**config.mk**
```make
export PLATFORM = sky130hd
export DESIGN_NAME = uart_fifo_pair
export DESIGN_NICKNAME = d
export VERILOG_FILES = /design/src/rtl/uart_fifo_pkg.sv /design/src/rtl/uart_fifo_store.sv /design/src/rtl/uart_fifo_ctrl.sv /design/src/rtl/uart_fifo_pair.sv
export SDC_FILE = /design/constraint.sdc
export NUM_CORES = 1
export LEC_CHECK = 0
export BUFFER_PORTS_ARGS = -buffer_cell sky130_fd_sc_hd__buf_4
export CORE_UTILIZATION = 35
export CTS_BUF_LIST = sky130_fd_sc_hd__clkbuf_2
export DETAILED_ROUTE_END_ITERATION = 6
export MAX_ROUTING_LAYER = met4
export PLACE_DENSITY = 0.53
export SLEW_MARGIN = 15
export SYNTH_ARGS = -nofsm -noshare
export SYNTH_HDL_FRONTEND = slang
export SYNTH_SLANG_ARGS = --single-unit
```
**constraint.sdc**
```tcl
create_clock -name clk -period 4.15 [get_ports clk]
set_clock_uncertainty 0.15 [all_clocks]
set_input_delay 0.83 -clock clk [delete_from_list [all_inputs] [get_ports clk]]
set_output_delay 0.83 -clock clk [all_outputs]
set_load 0.02 [all_outputs]
```
**src/rtl/uart_fifo_pkg.sv**
```systemverilog
`timescale 1ns/1ps
package uart_fifo_pkg;
  localparam int DEPTH   = 64;
  localparam int DATA_W  = 8;
  localparam int PTR_W   = $clog2(DEPTH);
  localparam int CNT_W   = PTR_W + 1;
  localparam int NUM_DIR = 2;
  localparam int DIR_RX  = 0;
  localparam int DIR_TX  = 1;

  // strobes the control hands to one direction's storage
  typedef struct packed {
    logic             wrEn;
    logic             rdEn;
    logic [PTR_W-1:0] wrPtr;
    logic [PTR_W-1:0] rdPtr;
  } fifoStrobe_t;

  function automatic logic [CNT_W-1:0] rxLevel(input logic [1:0] sel);
    case (sel)
      2'b00:   return CNT_W'(8);
      2'b01:   return CNT_W'(16);
      2'b10:   return CNT_W'(DEPTH - 8);
      default: return CNT_W'(DEPTH - 4);
    endcase
  endfunction

  function automatic logic [CNT_W-1:0] txLevel(input logic [1:0] sel);
    case (sel)
      2'b00:   return CNT_W'(8);
      2'b01:   return CNT_W'(16);
      2'b10:   return CNT_W'(DEPTH / 2);
      default: return CNT_W'(DEPTH - 8);
    endcase
  endfunction
endpackage

```
**src/rtl/uart_fifo_store.sv**
```systemverilog
`timescale 1ns/1ps
module uart_fifo_store
  import uart_fifo_pkg::*;
(
  input  logic              clk,
  input  logic              rstN,
  input  fifoStrobe_t       stb,
  input  logic [DATA_W-1:0] pushData,
  output logic [DATA_W-1:0] popData
);
  logic [DATA_W-1:0] mem [DEPTH];

  always_ff @(posedge clk) begin
    if (stb.wrEn) mem[stb.wrPtr] <= pushData;
  end

  always_ff @(posedge clk or negedge rstN) begin
    if (!rstN)          popData <= '0;
    else if (stb.rdEn)  popData <= mem[stb.rdPtr];
  end
endmodule

```
**src/rtl/uart_fifo_ctrl.sv**
```systemverilog
`timescale 1ns/1ps
module uart_fifo_ctrl
  import uart_fifo_pkg::*;
#(
  parameter int TIMEOUT_CHARS = 4
) (
  input  logic             clk,
  input  logic             rstN,
  input  logic             cfgWrite,
  input  logic [7:0]       cfgData,
  input  logic             txLevelUnlock,
  input  logic             charTick,
  input  logic             rxPush,
  input  logic             rxPop,
  input  logic             txPush,
  input  logic             txPop,
  output fifoStrobe_t      rxStb,
  output fifoStrobe_t      txStb,
  output logic [CNT_W-1:0] rxCount,
  output logic [CNT_W-1:0] txCount,
  output logic             rxOverrun,
  output logic             txOverrun,
  output logic             rxIrq,
  output logic             txIrq,
  output logic             fifoEn
);
  localparam int TO_W = $clog2(TIMEOUT_CHARS + 1);

  logic                 fifoEnQ;
  logic [1:0]           rxSelQ;
  logic [1:0]           txSelQ;
  logic [NUM_DIR-1:0]   pushReq, popReq, flushReq, pushOk, popOk, ovrQ;
  logic [CNT_W-1:0]     cntQ   [NUM_DIR];
  logic [PTR_W-1:0]     wrPtrQ [NUM_DIR];
  logic [PTR_W-1:0]     rdPtrQ [NUM_DIR];
  fifoStrobe_t          stb    [NUM_DIR];
  logic [CNT_W-1:0]     capacity;
  logic [TO_W-1:0]      idleTicksQ;
  logic                 idleHit;
  logic [CNT_W-1:0]     rxTrig, txTrig, txSpace;

  assign pushReq  = {txPush, rxPush};
  assign popReq   = {txPop, rxPop};
  assign capacity = fifoEnQ ? CNT_W'(DEPTH) : CNT_W'(1);

  // stored part of the setup byte; flush bits are never kept
  always_ff @(posedge clk or negedge rstN) begin
    if (!rstN) begin
      fifoEnQ <= 1'b0;
      rxSelQ  <= 2'b00;
      txSelQ  <= 2'b00;
    end else if (cfgWrite) begin
      fifoEnQ <= cfgData[0];
      rxSelQ  <= cfgData[7:6];
      txSelQ  <= cfgData[5:4];
    end
  end

  for (genvar d = 0; d < NUM_DIR; d++) begin : g_dir
    assign flushReq[d] = cfgWrite && (cfgData[1+d] || (cfgData[0] != fifoEnQ));
    assign popOk[d]    = popReq[d] && (cntQ[d] != '0) && !flushReq[d];
    assign pushOk[d]   = pushReq[d] && !flushReq[d] &&
                         ((cntQ[d] < capacity) || popOk[d]);

    always_ff @(posedge clk or negedge rstN) begin
      if (!rstN) begin
        cntQ[d]   <= '0;
        wrPtrQ[d] <= '0;
        rdPtrQ[d] <= '0;
        ovrQ[d]   <= 1'b0;
      end else if (flushReq[d]) begin
        cntQ[d]   <= '0;
        wrPtrQ[d] <= '0;
        rdPtrQ[d] <= '0;
        ovrQ[d]   <= 1'b0;
      end else begin
        if (pushOk[d]) wrPtrQ[d] <= wrPtrQ[d] + 1'b1;
        if (popOk[d])  rdPtrQ[d] <= rdPtrQ[d] + 1'b1;
        if (pushOk[d] && !popOk[d])      cntQ[d] <= cntQ[d] + 1'b1;
        else if (!pushOk[d] && popOk[d]) cntQ[d] <= cntQ[d] - 1'b1;
        if (pushReq[d] && !pushOk[d])    ovrQ[d] <= 1'b1;
      end
    end

    assign stb[d] = '{wrEn: pushOk[d], rdEn: popOk[d],
                      wrPtr: wrPtrQ[d], rdPtr: rdPtrQ[d]};
  end

  // receive idle counter in character times
  assign idleHit = (idleTicksQ == TO_W'(TIMEOUT_CHARS));

  always_ff @(posedge clk or negedge rstN) begin
    if (!rstN)
      idleTicksQ <= '0;
    else if (!fifoEnQ || (cntQ[DIR_RX] == '0) || rxPush || rxPop || flushReq[DIR_RX])
      idleTicksQ <= '0;
    else if (charTick && !idleHit)
      idleTicksQ <= idleTicksQ + 1'b1;
  end

  assign rxTrig  = fifoEnQ ? rxLevel(rxSelQ) : CNT_W'(1);
  assign txTrig  = txLevelUnlock ? txLevel(txSelQ) : txLevel(2'b00);
  assign txSpace = CNT_W'(DEPTH) - cntQ[DIR_TX];

  assign rxIrq     = (cntQ[DIR_RX] >= rxTrig) || idleHit;
  assign txIrq     = fifoEnQ ? (txSpace >= txTrig) : (cntQ[DIR_TX] == '0);
  assign rxStb     = stb[DIR_RX];
  assign txStb     = stb[DIR_TX];
  assign rxCount   = cntQ[DIR_RX];
  assign txCount   = cntQ[DIR_TX];
  assign rxOverrun = ovrQ[DIR_RX];
  assign txOverrun = ovrQ[DIR_TX];
  assign fifoEn    = fifoEnQ;
endmodule

```
**src/rtl/uart_fifo_pair.sv**
```systemverilog
`timescale 1ns/1ps
module uart_fifo_pair
  import uart_fifo_pkg::*;
#(
  parameter int TIMEOUT_CHARS = 4
) (
  input  logic              clk,
  input  logic              rstN,
  input  logic              cfgWrite,
  input  logic [7:0]        cfgData,
  input  logic              txLevelUnlock,
  input  logic              charTick,
  input  logic              rxPush,
  input  logic [DATA_W-1:0] rxPushData,
  input  logic              rxPop,
  output logic [DATA_W-1:0] rxPopData,
  output logic [CNT_W-1:0]  rxCount,
  output logic              rxOverrun,
  output logic              rxIrq,
  input  logic              txPush,
  input  logic [DATA_W-1:0] txPushData,
  input  logic              txPop,
  output logic [DATA_W-1:0] txPopData,
  output logic [CNT_W-1:0]  txCount,
  output logic              txOverrun,
  output logic              txIrq
);
  fifoStrobe_t rxStb, txStb;
  logic        fifoEn;

  uart_fifo_ctrl #(.TIMEOUT_CHARS(TIMEOUT_CHARS)) ctrl (
    .clk(clk), .rstN(rstN), .cfgWrite(cfgWrite), .cfgData(cfgData),
    .txLevelUnlock(txLevelUnlock), .charTick(charTick),
    .rxPush(rxPush), .rxPop(rxPop), .txPush(txPush), .txPop(txPop),
    .rxStb(rxStb), .txStb(txStb), .rxCount(rxCount), .txCount(txCount),
    .rxOverrun(rxOverrun), .txOverrun(txOverrun),
    .rxIrq(rxIrq), .txIrq(txIrq), .fifoEn(fifoEn)
  );

  uart_fifo_store rxStore (
    .clk(clk), .rstN(rstN), .stb(rxStb), .pushData(rxPushData), .popData(rxPopData)
  );

  uart_fifo_store txStore (
    .clk(clk), .rstN(rstN), .stb(txStb), .pushData(txPushData), .popData(txPopData)
  );
endmodule

```
==> run metrics, run 1 <==
Detail Route Antenna Nets=0; Die Area=around 130,000 um2; Clock transition at path regs=0.09 ns; Critical Path Start Type=register; final cell count without fillers=around 4,600; WP data required=around 3.2 ns; Total GRT Usage=approximately 17%; R2R depth=13; Placer Congestion=approximately 0.89; number of global-route vias before repair=roughly 25,000; layout cells sized above 1=between 30% and 40%; largest area contributor in the netlist=edfxtp_1; number of distinct library cells after synthesis=64; P_leak=between 15 and 20 nW; Mapped Nets=2,382; Final Setup Violations=1; Avg WL per Cell=22.9 um; most frequent cells in the layout=edfxtp_1, clkbuf_2, buf_4; Post-Syn Instances=about 2,300; maximum buffer depth of the clock tree=4; Area Overhead vs Synth=15.0%; Crit Path Category=register to primary output; Tmin final=approximately 4.7 ns; Tightest Pin Transition=1.06 ns; # placed instances=between 4,000 and 5,000; synthesized flop and latch total=approximately 1,100; router iterations before antenna repair=5; first-pass GRT wire length=~160,000 um; GRT busiest layer=met2; yosys warns=0; Sink Count=between 1,000 and 1,500; vias per cell=~5; Fin Setup TNS=-0.521 ns; Synth async-reset ratio=under 10%; Final Max Tran Viols=0; Hold Path Cell Cnt=6; clk_lat worst skew=about 1.5 ns; Vias=approximately 24,000; Max VDD drop=about 0.00029 V; top-area cell type share of the netlist area=~71%; Post-synth EDFFs=around 1,000; fmax=around 0.21 GHz; top cells by area, synth=edfxtp_1, mux4_2, dfrtp_1; Core Box Area=123,000 um2; antenna violations before repair=3; I/O Pins=67; met1 global-route usage=~23%; outcome=complete, but fails checks; nets=2,859; Die Span Y=354 um; CTS tree=yes; crit share post-route=113%; Final Hold Fails=0; R2R Path Start=ctrl.rxCount[5]; Syn Area/Cell=~19 um2; power density over cell area=525 nW/um2; Post-Syn Area=43,500 um2; I/O Buffers=65; Post-Route WL=106,000 um; failing checks=negative setup slack; r2r setup slk=0.21 ns; WHS Endpoint=ctrl.rxOverrun; met3 Use GR=under 10%; RSZ-0062 raised after global routing=yes; die width=between 300 and 400 um; root buffer cell=clkbuf_2; Critical Path AT=about 3.7 ns; Slew HR=roughly 29%; initial core utilization=35.5%; crit path from=ctrl.txCount[2]; fin worst setup slack=-0.521 ns; hold crit path type=input port to register; Post-synth top flop=edfxtp_1; Hold Crit Start=rxPush; # H-tree levels=5; reg2reg end=ctrl.rxCount[6]; commonest non-fill, non-tap cell in the layout=edfxtp_1; First DRT Iteration DRCs=around 1,900; TritonCTS buffer count=296; Crit. End Element=primary output; Crit Path Max Fanout=2; DRC=0; largest net degree at the start of global routing=between 60 and 70; num rows=about 130; total gr overflow=0; met2 GRT Util=approximately a quarter; post-detail-place hpwl=between 60,000 and 70,000 um; post-synthesis sequential area ratio=between 70% and 80%; MaxCap Viol Count=0
[how the worst max path moves through the flow]
| stage | cells after the start | slack (ns) | endpoint |
|---|---|---|---|
| floorplan | 14 | 0.16 | ctrl.txCount[6] |
| finish | 7 | -0.52 | txIrq |
| global route | 8 | -0.75 | txIrq |
| detailed placement | 13 | 0.16 | ctrl.txCount[6] |
| global placement | 13 | 0.15 | ctrl.txCount[6] |
| CTS | 7 | -0.73 | txIrq |
[kinds of logic (layout without fill, tap and decap cells)]
logic type | count (synthesis) | after routing | share of synthesized area [%]
flip-flops | 1088 | 1088 | 74.4
AND/OR/NAND/NOR | 420 | 420 | 4.44
multiplexers | 363 | 363 | 14.2
AO/OA/AOI/OAI | 239 | 239 | 3.89
buffers and inverters | 143 | 809 | 1.48
adder cells (fa/ha/maj) | 34 | 34 | 1.01
XOR/XNOR | 28 | 28 | 0.564
other | 0 | 7 | 0
[Yosys cell counts (15+ instances only)]
cell      count
a21oi_1      35
a221oi_1     15
a22o_1       15
a22oi_1      63
buf_1        32
buf_2        24
buf_4        16
clkbuf_1     50
dfrtp_1      64
edfxtp_1   1024
ha_1         32
inv_1        19
mux2i_1     159
mux4_2      202
nand2_1      92
nand3_1      21
nor2_1      193
nor2b_1      26
o21ai_0      36
o22ai_1      16
xor2_1       21
[what timing repair did]
action	in CTS	in global routing
setup buffers	7	2
pin swaps	9	8
hold buffers	57	0
endpoints found under the setup margin	2	3
gates resized for setup	17	5
hold endpoints to repair	1299	0
[layout make-up]
type	count	area, um2
clock buffers	424	2120
inverters	19	73.8
repair buffers	303	2560
diodes	7	17.5
multi-input cells	1084	10500
well taps	1625	2030
clock inverters	63	249
fillers	11166	72600
flip-flops and latches	1088	32400
[state kept, by name, summed over array words and instances, names as in the netlist, 7 cells and up]
register,flops
ctrl.rxStb,12
rxStore.mem,512
ctrl.rxCount,7
ctrl.txCount,7
rxStore.popData,8
ctrl.txStb,12
txStore.popData,8
txStore.mem,512
[per-layer routing]
layer / share of wire [%] / vias to the layer above / wire length (um)
li1: - / 10437 / -
met1: 44 / 12150 / 46200
met2: 48 / 790 / 50300
met3: 5.8 / 180 / 6090
met4: 2.8 / 0 / 2960
met5: 0 / - / 0
[report_power, final]
| group | internal (mW) | switching [mW] |
|---|---|---|
| Combinational | 3.07 | 3.49 |
| Sequential | 12.2 | 0.498 |
| Clock | 2.70 | 4.22 |
| Total | 18.0 | 8.21 |
[through the flow]
stage	util, %	hold WS (ns)	setup WS (ns)	power (mW)	instance area, um2
CTS	40.7	0.0249	-0.727	26.5	49900
finish	40.8	0.237	-0.521	26.2	50000
detailed placement	38.2	0.368	0.160	19.4	46800
global placement	38.2	0.362	0.150	19.3	46800
global route	40.8	0.134	-0.753	27.5	50000
floorplan	-	0.362	0.163	17.0	43500
[critical path: stages (launching register included)]
cell and delay (ns):
dfrtp_1 0.40, or4_4 0.55, or3_4 0.34, and2_4 0.15, ha_4 0.23, a221oi_2 0.25, o22ai_1 0.13, buf_4 0.18
No activity file was read; power rests on OpenSTA's default activity.
==> inputs of run 2 (changes only) <==
--- a/config.mk
+++ b/config.mk
@@ -6,12 +6,13 @@
 export NUM_CORES = 1
 export LEC_CHECK = 0
 export BUFFER_PORTS_ARGS = -buffer_cell sky130_fd_sc_hd__buf_4
-export CORE_UTILIZATION = 35
+export CORE_UTILIZATION = 59
 export CTS_BUF_LIST = sky130_fd_sc_hd__clkbuf_2
 export DETAILED_ROUTE_END_ITERATION = 6
 export MAX_ROUTING_LAYER = met4
-export PLACE_DENSITY = 0.53
+export PLACE_DENSITY = 0.8
 export SLEW_MARGIN = 15
 export SYNTH_ARGS = -nofsm -noshare
 export SYNTH_HDL_FRONTEND = slang
 export SYNTH_SLANG_ARGS = --single-unit
+export TNS_END_PERCENT = 10
==> run 2 against run 1 <==
The run still ends with negative setup slack left. Critical path depth grew 2. First-iteration DRC count up 35%. Die area down 40%. Cell count fell by 16%. Flip-flop and latch count stayed put. Worst setup slack got worse by 0.036 ns. Wire length down 8.7%. Largest cell class unchanged. Sequential power is essentially flat. Sequential share of layout area grew 1.5 points.
==> run metrics, run 2 (synthesis results as in run 1) <==
Die Area=approximately 75,000 um2; Tightest Pin Transition=about 1.2 ns; power density over cell area=approximately 530 nW/um2; I/O Buffers=65; reg2reg end=ctrl.txCount[6]; final cell count without fillers=approximately 3,900; fmax=0.212 GHz; Placer Congestion=~0.93; CTS tree=yes; fin worst setup slack=-0.557 ns; Final Max Tran Viols=0; Clock transition at path regs=~0.11 ns; crit share post-route=113%; RSZ-0062 raised after global routing=yes; R2R Path Start=ctrl.txCount[0]; maximum buffer depth of the clock tree=4; Die Span Y=between 200 and 300 um; total gr overflow=0; Crit. End Element=primary output; r2r setup slk=-0.01 ns; router iterations before antenna repair=7; DRC=0; P_leak=around 16 nW; Hold Crit Start=txPush; die width=between 200 and 300 um; Area Overhead vs Synth=12.4%; root buffer cell=clkbuf_2; Final Hold Fails=0; crit path from=ctrl.txCount[0]; layout cells sized above 1=approximately 29%; total power=roughly 26 mW; WHS=~0.24 ns; Critical Path AT=3.73 ns; Slew HR=between 20 and 25%; Max VDD drop=0.000363 V; vias per cell=between 6 and 7; Place WS=about 0.080 ns; Critical Path Start Type=register; Largest regs=rxStore.mem (512), txStore.mem (512); most frequent cells in the layout=edfxtp_1, clkbuf_2, buf_4; Crit Path Max Fanout=2; Avg WL per Cell=between 20 and 25 um; largest net degree at the start of global routing=67; Fill cells=between 4,000 and 5,000; Detail Route Antenna Nets=0; initial core utilization=between 50% and 60%; post-detail-place hpwl=~60,000 um; Sink Count=1,088; Post-Route WL=96,400 um; R2R depth=16; hold crit path type=input port to register; First DRT Iteration DRCs=approximately 2,600; MaxCap Viol Count=0; first-pass GRT wire length=approximately 140,000 um; commonest non-fill, non-tap cell in the layout=edfxtp_1; # H-tree levels=5; clk_lat worst skew=between 1 and 1.5 ns; TritonCTS buffer count=276; Total GRT Usage=between 20 and 30%; antenna violations before repair=10; Final Setup Violations=2; outcome=complete, but fails checks; I/O Pins=67; WHS Endpoint=ctrl.txStb[8]; nets=roughly 2,800; Vias=roughly 24,000; num rows=between 90 and 100; failing checks=negative setup slack; Tmin final=4.71 ns; WP data required=between 3 and 4 ns; number of global-route vias before repair=24,605; Hold Path Cell Cnt=5; Core Box Area=between 70,000 and 80,000 um2; Crit Path Category=register to primary output; # placed instances=~3,400
[run 2: cell count changes in the layout (fill, tap and decap cells not counted), sizes merged, moves of 3 or more]
cell | previous run | this run
buf | 248 | 214
bufinv | 0 | 6
clkbuf | 424 | 384
clkinv | 57 | 72
inv | 25 | 22
[run 2: what timing repair did]
action	4_1_cts	5_1_grt
endpoints found under the setup margin	2	10
pin swaps	6	7
hold buffers	54	0
setup buffers	7	0
endpoints found under the hold margin	1184	0
gates resized for setup	12	7
[run 2: cell type report]
class / instances / area (um2) / share of cell area [%]
Antenna cell: 9 / 22.5 / 0.0461
Clock buffer: 384 / 1920 / 3.94
Clock inverter: 81 / 492 / 1.01
Inverter: 19 / 71.3 / 0.146
Multi-Input combinational cell: 1084 / 10500 / 21.6
Sequential cell: 1088 / 32400 / 66.3
Tap cell: 959 / 1200 / 2.46
Timing Repair Buffer: 267 / 2240 / 4.58
[run 2: critical path: stages (launching register included)]
cell,delay [ns]
dfrtp_2,0.42
or4_4,0.53
buf_6,0.14
buf_4,0.13
o21ai_2,0.11
and2_4,0.16
ha_4,0.19
a221oi_2,0.24
o22ai_1,0.14
buf_4,0.18
[run 2: through the flow]
step                utilization [%]  TNS, ns  cell area, um2
floorplan                         -        0           43500
global placement               62.7        0           45700
detailed placement             62.7        0           45700
CTS                            66.9   -0.743           48800
global route                   66.9    -1.09           48800
finish                         66.9   -0.563           48800
[run 2: worst max-delay path by stage]
| stage | to | slack [ns] | depth (start not counted) |
|---|---|---|---|
| after CTS | txIrq | -0.67 | 8 |
| after global placement | ctrl.rxCount[6] | 0.27 | 13 |
| after global routing | txIrq | -0.77 | 9 |
| after detailed placement | ctrl.rxCount[6] | 0.08 | 13 |
| final | txIrq | -0.56 | 9 |
| after floorplan | ctrl.txCount[6] | 0.16 | 14 |
[run 2: report_power, final]
group	internal [mW]	total, mW	switching [mW]
combinational	2.98	6.28	3.30
clock	2.87	6.95	4.08
sequential	12.2	12.8	0.566
[run 2: routing by layer]
metal	track usage (%)	vias up	part of all wire, %
li1	-	10332	-
met4	8.22	0	2.1
met1	35.2	12024	39
met2	40.4	1337	48
met5	-	-	0
met3	9.13	191	11
==> inputs of run 3 (changes only) <==
--- a/config.mk
+++ b/config.mk
@@ -6,6 +6,7 @@
 export NUM_CORES = 1
 export LEC_CHECK = 0
 export BUFFER_PORTS_ARGS = -buffer_cell sky130_fd_sc_hd__buf_4
+export CORE_ASPECT_RATIO = 1.75
 export CORE_UTILIZATION = 59
 export CTS_BUF_LIST = sky130_fd_sc_hd__clkbuf_2
 export DETAILED_ROUTE_END_ITERATION = 6
==> run 3 against run 2 <==
Cell area decreased by 0.97%. First-iteration DRC count decreased by 32%. Critical path depth decreased by 2. Global-route usage decreased by 0.082 points. Sequential share of layout area increased by 0.65 points. Critical endpoint unchanged. Fmax increased by 1.8%. Sequential power about the same. Non-clock buffer count decreased by 24. The run still ends with negative setup slack left.
==> run metrics, run 3 (synthesis results as in run 1) <==
Area Overhead vs Synth=11.3%; I/O Pins=67; layout cells sized above 1=26.9%; P_leak=~16 nW; commonest non-fill, non-tap cell in the layout=edfxtp_1; vias per cell=6.13; Final Max Tran Viols=0; First DRT Iteration DRCs=roughly 1,800; clk_lat worst skew=between 1 and 1.5 ns; fmax=around 0.22 GHz; fin worst setup slack=-0.474 ns; met2 routed WL=53,000 um; Critical Path Start Type=register; Final Setup Violations=1; # H-tree levels=4; Fin Setup TNS=-0.474 ns; outcome=complete, but fails checks; Slew HR=23.8%; Final Hold Fails=0; MaxCap Viol Count=0; Crit Path Max Fanout=2; Critical Path AT=approximately 3.6 ns; WP data required=about 3.2 ns; Post-Route WL=about 96,000 um; number of global-route vias before repair=24,686; router iterations before antenna repair=5; crit share post-route=111%; Vias=about 23,000; Core Box Area=72,900 um2; Largest regs=rxStore.mem (512), txStore.mem (512); Crit. End Element=primary output; first-pass GRT wire length=approximately 140,000 um; Avg WL per Cell=around 25 um; nets=2,726; total gr overflow=0; maximum buffer depth of the clock tree=3; Die Span Y=361 um; hold crit path type=input port to register; Crit Path Category=register to primary output; CTS tree=yes; most frequent cells in the layout=edfxtp_1, clkbuf_2, mux4_2; Tightest Pin Transition=between 1 and 1.5 ns; largest net degree at the start of global routing=between 80 and 90; root buffer cell=clkbuf_2; die width=a little over 200 um; Detail Route Antenna Nets=0; top layer in use=met4; Clock transition at path regs=0.14 ns; num rows=approximately 130; WHS=slightly below 0.2 ns; Die Area=about 75,000 um2; Max VDD drop=about 0.00032 V; Total GRT Usage=between 20% and 30%; met1 wire length=around 32,000 um; power density over cell area=approximately 530 nW/um2; initial core utilization=a little under 60%; antenna violations before repair=3; Tmin final=4.62 ns; final cell count without fillers=3,778; Place WS=-0.00217 ns; DRC=0; I/O Buffers=65; Sink Count=around 1,100; DR WL met3=5290 um; failing checks=negative setup slack; post-detail-place hpwl=61,400 um; TritonCTS buffer count=223; # placed instances=between 3,000 and 4,000; Placer Congestion=between 0.9 and 1; RSZ-0062 raised after global routing=yes
-- run 3: cell count changes in the layout (fill, tap and decap cells not counted), sizes merged, moves of 2 or more --
cell	change
bufinv	+2
clkinv	+14
buf	-24
clkbuf	-74
diode	-7
clkinvlp	+5
-- run 3: through the flow --
step           power [mW]  area, um2  util, %
2_1_floorplan        17.0      43500        -
3_3_place_gp         18.8      45500     62.4
3_5_place_dp         19.0      45500     62.4
4_1_cts              25.5      48300     66.3
5_1_grt              26.5      48400     66.3
6_report             25.4      48400     66.3
-- run 3: worst paths after layout --
path / startpoint / to / slack (ns) / cells past startpoint
min reg2reg: txStore.popData[3] / txStore.popData[3] / 0.38 / 2
max in group asynchronous: rstN / ctrl.rxStb[0] / 3.16 / 4
min in group asynchronous: rstN / rxStore.popData[6] / 0.31 / 4
max reg2reg: ctrl.rxCount[5] / ctrl.rxCount[6] / 0.07 / 13
max: ctrl.txCount[2] / txIrq / -0.47 / 7
min: rxPop / ctrl.rxStb[1] / 0.20 / 5
-- run 3: layout make-up --
| type | instances | area [um2] |
|---|---|---|
| fillers | 4694 | 24600 |
| repair buffers | 243 | 2060 |
| multi-input cells | 1084 | 10500 |
| clock inverters | 101 | 629 |
| flip-flops and latches | 1088 | 32400 |
| well taps | 931 | 1160 |
| clock buffers | 310 | 1550 |
| inverters | 19 | 73.8 |
| diodes | 2 | 5.00 |
-- run 3: where the power goes --
group          internal (mW)  switching (mW)  total (mW)
Sequential              12.3           0.411        12.7
Combinational           2.95            3.33        6.29
Clock                   2.55            3.92        6.48
-- run 3: worst max-delay path, stage by stage, from the launching register on --
cell and delay, ns:
dfrtp_2 0.44, or4_4 0.49, or3_4 0.34, and2_4 0.15, ha_4 0.23, a221oi_2 0.23, o22ai_1 0.13, buf_4 0.18
-- run 3: repair_timing --
item / in CTS / in global routing
hold buffers: 54 / 0
hold endpoints to repair: 1183 / 0
endpoints found under the setup margin: 3 / 3
pin swaps: 5 / 5
gates resized for setup: 13 / 3
setup buffers: 3 / 1
-- run 3: layer usage --
metal	track usage, %	up-vias
met1	26.9	11707
met2	48.4	1007
li1	-	10162
met5	-	-
met3	5.37	293
met4	15.8	0
